==> src/rtl/servo_sweep_pkg.sv <==
package servo_sweep_pkg;

    // Phase of the shared pulse timer
    typedef enum logic {
        PH_ARM   = 1'b0,   // waiting for the sweep gap to clear, then loads
        PH_PULSE = 1'b1    // one line high, timer counting down on ticks
    } sweep_phase_e;

endpackage

==> src/rtl/sweep_pos_sel.sv <==
// Picks the position value of the channel flagged in a one-hot pointer.
module sweep_pos_sel #(
    parameter int NUM_CH = 8,
    parameter int POS_W  = 8
) (
    input  logic [NUM_CH-1:0]       ptr_i,
    input  logic [NUM_CH*POS_W-1:0] pos_i,
    output logic [POS_W-1:0]        pos_o
);

    logic [POS_W-1:0] masked [NUM_CH];

    for (genvar i = 0; i < NUM_CH; i++) begin : g_mask
        assign masked[i] = ptr_i[i] ? pos_i[i*POS_W +: POS_W] : '0;
    end

    always_comb begin
        pos_o = '0;
        for (int i = 0; i < NUM_CH; i++) begin
            pos_o = pos_o | masked[i];
        end
    end

endmodule

==> src/rtl/sweep_pointer.sv <==
// One-hot channel pointer: steps toward the MSB, wraps to bit 0.
module sweep_pointer #(
    parameter int NUM_CH = 8
) (
    input  logic              clk,
    input  logic              rst_n,
    input  logic              advance_i,
    output logic [NUM_CH-1:0] ptr_o,
    output logic              last_o
);

    logic [NUM_CH-1:0] ptr_d, ptr_q, stepped;

    // Carry out of the top bit re-enters at bit 0
    for (genvar i = 0; i < NUM_CH; i++) begin : g_step
        if (i == 0) begin : g_low
            assign stepped[i] = ptr_q[NUM_CH-1];
        end else begin : g_up
            assign stepped[i] = ptr_q[i-1];
        end
    end

    always_comb begin
        ptr_d = ptr_q;
        if (advance_i) begin
            ptr_d = stepped;
        end
    end

    always_ff @(posedge clk or negedge rst_n) begin
        if (!rst_n) begin
            ptr_q <= NUM_CH'(1);
        end else begin
            ptr_q <= ptr_d;
        end
    end

    assign ptr_o  = ptr_q;
    assign last_o = ptr_q[NUM_CH-1];

endmodule

==> src/rtl/sweep_gap_timer.sv <==
// Millisecond down-counter spacing successive sweeps.
module sweep_gap_timer #(
    parameter int MS_TICKS = 250,
    parameter int GAP_W    = 8
) (
    input  logic             clk,
    input  logic             rst_n,
    input  logic             step_tick_i,
    input  logic             load_i,
    input  logic [GAP_W-1:0] load_val_i,
    output logic             gap_active_o
);

    localparam int PRE_W = (MS_TICKS > 1) ? $clog2(MS_TICKS) : 1;

    typedef struct packed {
        logic [GAP_W-1:0] frame;
        logic [PRE_W-1:0] pre;
    } gap_t;

    gap_t gap_d, gap_q;

    always_comb begin
        gap_d = gap_q;
        if (load_i) begin
            gap_d.frame = load_val_i;
            gap_d.pre   = '0;
        end else if (gap_q.frame != '0 && step_tick_i) begin
            if (gap_q.pre == PRE_W'(MS_TICKS - 1)) begin
                gap_d.pre   = '0;
                gap_d.frame = gap_q.frame - GAP_W'(1);
            end else begin
                gap_d.pre = gap_q.pre + PRE_W'(1);
            end
        end
    end

    always_ff @(posedge clk or negedge rst_n) begin
        if (!rst_n) begin
            gap_q <= '0;
        end else begin
            gap_q <= gap_d;
        end
    end

    assign gap_active_o = (gap_q.frame != '0);

endmodule

==> src/rtl/servo_sweep.sv <==
// Shared-timer servo sweeper. BASE_TICKS must be at least 1.
module servo_sweep
    import servo_sweep_pkg::*;
#(
    parameter int NUM_CH     = 8,
    parameter int POS_W      = 8,
    parameter int BASE_TICKS = 250,
    parameter int MS_TICKS   = 250,
    parameter int GAP_W      = 8
) (
    input  logic                    clk,
    input  logic                    rst_n,
    input  logic                    step_tick,
    input  logic [NUM_CH*POS_W-1:0] pos_i,
    input  logic [GAP_W-1:0]        gap_ms_i,
    output logic [NUM_CH-1:0]       servo_o,
    output logic                    busy_o
);

    localparam int TMR_W = $clog2(BASE_TICKS + (1 << POS_W));

    typedef struct packed {
        sweep_phase_e      phase;
        logic [TMR_W-1:0]  tmr;
        logic [NUM_CH-1:0] servo;
    } core_t;

    core_t core_d, core_q;

    logic [NUM_CH-1:0] ptr;
    logic              ptr_last;
    logic [POS_W-1:0]  cur_pos;
    logic              pulse_done;
    logic              gap_active;
    logic              gap_load;

    sweep_pos_sel #(
        .NUM_CH (NUM_CH),
        .POS_W  (POS_W)
    ) u_sel (
        .ptr_i (ptr),
        .pos_i (pos_i),
        .pos_o (cur_pos)
    );

    sweep_pointer #(
        .NUM_CH (NUM_CH)
    ) u_ptr (
        .clk       (clk),
        .rst_n     (rst_n),
        .advance_i (pulse_done),
        .ptr_o     (ptr),
        .last_o    (ptr_last)
    );

    assign gap_load = pulse_done && ptr_last;

    sweep_gap_timer #(
        .MS_TICKS (MS_TICKS),
        .GAP_W    (GAP_W)
    ) u_gap (
        .clk          (clk),
        .rst_n        (rst_n),
        .step_tick_i  (step_tick),
        .load_i       (gap_load),
        .load_val_i   (gap_ms_i),
        .gap_active_o (gap_active)
    );

    always_comb begin
        core_d     = core_q;
        pulse_done = 1'b0;
        unique case (core_q.phase)
            PH_ARM: begin
                if (!gap_active) begin
                    core_d.phase = PH_PULSE;
                    core_d.tmr   = TMR_W'(BASE_TICKS) + TMR_W'(cur_pos);
                    core_d.servo = ptr;
                end
            end
            PH_PULSE: begin
                if (step_tick) begin
                    if (core_q.tmr == TMR_W'(1)) begin
                        pulse_done   = 1'b1;
                        core_d.phase = PH_ARM;
                        core_d.tmr   = '0;
                        core_d.servo = '0;
                    end else begin
                        core_d.tmr = core_q.tmr - TMR_W'(1);
                    end
                end
            end
            default: core_d = core_q;
        endcase
    end

    always_ff @(posedge clk or negedge rst_n) begin
        if (!rst_n) begin
            core_q <= '{phase: PH_ARM, tmr: '0, servo: '0};
        end else begin
            core_q <= core_d;
        end
    end

    assign servo_o = core_q.servo;
    assign busy_o  = (core_q.phase == PH_PULSE);

endmodule

==> config.mk <==
export PLATFORM = sky130hd
export DESIGN_NAME = servo_sweep
export DESIGN_NICKNAME = d
export VERILOG_FILES = /design/src/rtl/servo_sweep_pkg.sv /design/src/rtl/sweep_pos_sel.sv /design/src/rtl/sweep_pointer.sv /design/src/rtl/sweep_gap_timer.sv /design/src/rtl/servo_sweep.sv
export SDC_FILE = /design/constraint.sdc
export NUM_CORES = 1
export LEC_CHECK = 0
export BUFFER_PORTS_ARGS = -buffer_cell sky130_fd_sc_hd__buf_2
export CORE_MARGIN = 2
export CORE_UTILIZATION = 52
export CTS_CLUSTER_DIAMETER = 100
export DETAILED_ROUTE_END_ITERATION = 6
export PLACE_DENSITY_LB_ADDON = 0.3
export SLEW_MARGIN = 20
export SYNTH_ARGS = -nofsm -noshare
export SYNTH_HDL_FRONTEND = slang
export SYNTH_HIERARCHICAL = 1
export SYNTH_SLANG_ARGS = --single-unit
==> constraint.sdc <==
create_clock -name clk -period 2.5 [get_ports clk]
set_input_delay 0.5 -clock clk [delete_from_list [all_inputs] [get_ports clk]]
set_output_delay 0.5 -clock clk [all_outputs]
set_load 0.03 [all_outputs]
==> out/results.ini <==
[routing]
drc=0
wl_um=6730
ant_nets=0
drt_pass1_iterations=5
route.vias.total=2494
drtIter0Drc=146
route.detailed.vias_per_inst=5.75
post_drt_wl_per_cell_um=15.5

[sta]
fmax_ghz=0.441
fin_crit_ns=2.27
rsz0062_at_grt=no
hold_viol=0
drv_slew=0
finClkSkew_ns=0.0114
fin_crit_sh_pct=90.7
worst_pin_slew_ns=0.929
fin_ws_ns=0.231
setup_violations=0
tns_ns=0
slew_headroom_pct=38.1

[setup_path]
cp-end-kind=flop
reg2reg_depth=7
r2r-start=u_gap/gap_q[8]
crit_start=u_gap/gap_q[8]
crit_required_ns=2.68
cp.arrival_ns=2.45
crit_type=reg2reg
reg2reg_slack_ns=0.23
cp-start-kind=flop
r2r_end=core_q[16]
crit_end=core_q[16]
critPathMaxFanout=4

[yosys]
yosysTopAreaCell=dfrtp_1
synth_cells=294
synth_area_leaders=dfrtp_1 38%, a22oi_1 9.1%, mux2_4 4.4%, nand2_1 4.3%, o21ai_0 3.5%
seq_area_frac_synth_pct=38.6
syn-num-nets=376
synth_seq_cells=42
synth_cell_types=57
ys_top_cells_by_count=41 x dfrtp_1, 33 x a22oi_1, 31 x nand2_1
yosys_warnings=6
async_flop_share_pct=100
yosysMostFrequentCell=dfrtp_1
syn_avg_cell_area_um2=9.28
synth_top_area_share_pct=37.6
ys.flop_type=dfrtp_1
netlist_area_mm2=0.00273
synth_edf_count=0

[cells_and_area]
nets=445
layout-drive-gt1-share_pct=34.1
syn_to_final_growth_pct=19.7
fill_cells=427
layoutNonFillerInstCount=434
n_antenna_cell=0

[die]
die_y_um=76.4
die_w_um=76.4
row_count=26
num_io_pins=84
initial_core_util_pct=53.8
fp.dieArea_mm2=0.00584
core_mm2=0.00507

[placement]
hpwl_um=5140
post-place-ws_ns=0.224
port-buffer-count=83
gp_congestion=0.856
place_inst=426

[clocking]
cts-root-buf=clkbuf_8
postCtsSetupBuffers=0
cts_buffers=5
clk_latency_ns=0.30
cts_tree=yes
cts_max_path_buffers=2
hold_buffers=0
clk_pin_slew_ns=0.09
cts_resized=0
clock-sinks=42
ctsHtreeMaxLevel=2

[power_and_ir_drop]
p_leak_uw=0.00152
irDropWorstVdd_mv=0.311
cellPowerDensity_mw_per_mm2=647

[global_route]
gr-total-overflow=0
grt_pass1_vias=2538
antenna_found_initial=0
grt_max_degree=43
grtUsageTotal_pct=24.7
grt_pass1_wl_um=11700

[run]
drv_cap=0

[status]
status=complete, no violations

[min_path]
hold_path_class=in2async

## cell families after synthesis
logic type / after synthesis / share of synthesized area, %
and+or+nand+nor: 100 / 20.8
adders and majority gates: 7 / 3.21
muxes: 12 / 6.01
buffers and inverters: 35 / 6.83
xor gates and xnor gates: 13 / 4.17
AOI/OAI and AO/OA: 85 / 20.4
DFF: 42 / 38.6
## flip-flops by register name, indices dropped and copies added (netlist names)
signal	count
busy_o	1
core_q	9
u_gap/gap_q	16
servo_o	8
u_ptr/ptr_o	8
## cell type report
| type | instances | area [um2] | share of cell area [%] |
|---|---|---|---|
| Tap cell | 70 | 87.6 | 2.68 |
| Clock inverter | 2 | 60.1 | 1.84 |
| Multi-Input combinational cell | 217 | 1490 | 45.6 |
| Timing Repair Buffer | 90 | 468 | 14.3 |
| Inverter | 7 | 26.3 | 0.804 |
| Sequential cell | 42 | 1050 | 32.2 |
| Clock buffer | 6 | 82.6 | 2.53 |
## how the worst min path moves through the flow
stage / to / cells past startpoint / from
after floorplan: busy_o / 0 / rst_n
after global placement: servo_o[6] / 2 / servo_o[6]
after detailed placement: core_q[9] / 2 / core_q[9]
after CTS: u_gap/gap_q[1] / 1 / rst_n
after global routing: u_gap/gap_q[1] / 1 / rst_n
final: u_gap/gap_q[1] / 1 / rst_n
## metrics by stage
stage | hold WS, ns | total power [uW] | util [%] | cell area (um2)
finish | 0.332 | 2120 | 64.4 | 3270
CTS | 0.370 | 2130 | 64.4 | 3270
detailed placement | 0.510 | 1470 | 61.6 | 3120
global placement | 0.520 | 1450 | 61.6 | 3120
global route | 0.426 | 2240 | 64.4 | 3270
floorplan | 0.204 | 1350 | - | 2730
## per-layer routing
| layer | vias to the layer above | share of wire [%] | GRT usage, % |
|---|---|---|---|
| met1 | 1171 | 41 | 29.5 |
| li1 | 1205 | - | - |
| met4 | 0 | 2.3 | 9.45 |
| met2 | 104 | 51 | 43.8 |
| met3 | 14 | 6.0 | 4.74 |
| met5 | - | 0 | 0 |
## placed cells by master, fill, tap and decap left out, drive strengths merged, types with 3 or more instances in the layout
master,instances
nand3,4
and3,4
nand4,12
xor2,6
o21ai,23
nand2,31
o211ai,3
ha,7
and2,3
mux2,11
o31ai,3
buf,90
or3,6
dfrtp,41
clkbuf,6
nor3,5
inv,7
nor2b,3
a21oi,14
a22oi,33
xnor2,7
nor2,13
or2,3
## worst max-delay path: stages (launching register included)
cell	delay (ns)
dfrtp_1	0.41
inv_1	0.09
ha_1	0.13
or4b_4	0.46
or2_2	0.31
nor2_1	0.24
nor2_1	0.14
a211o_2	0.36
## report_power, final
part	switching, uW	internal, uW	leakage (uW)
sequential	108	801	0.000536
clock	236	426	0.0000714
combinational	312	232	0.000910
(Power assumes the default switching activity.)
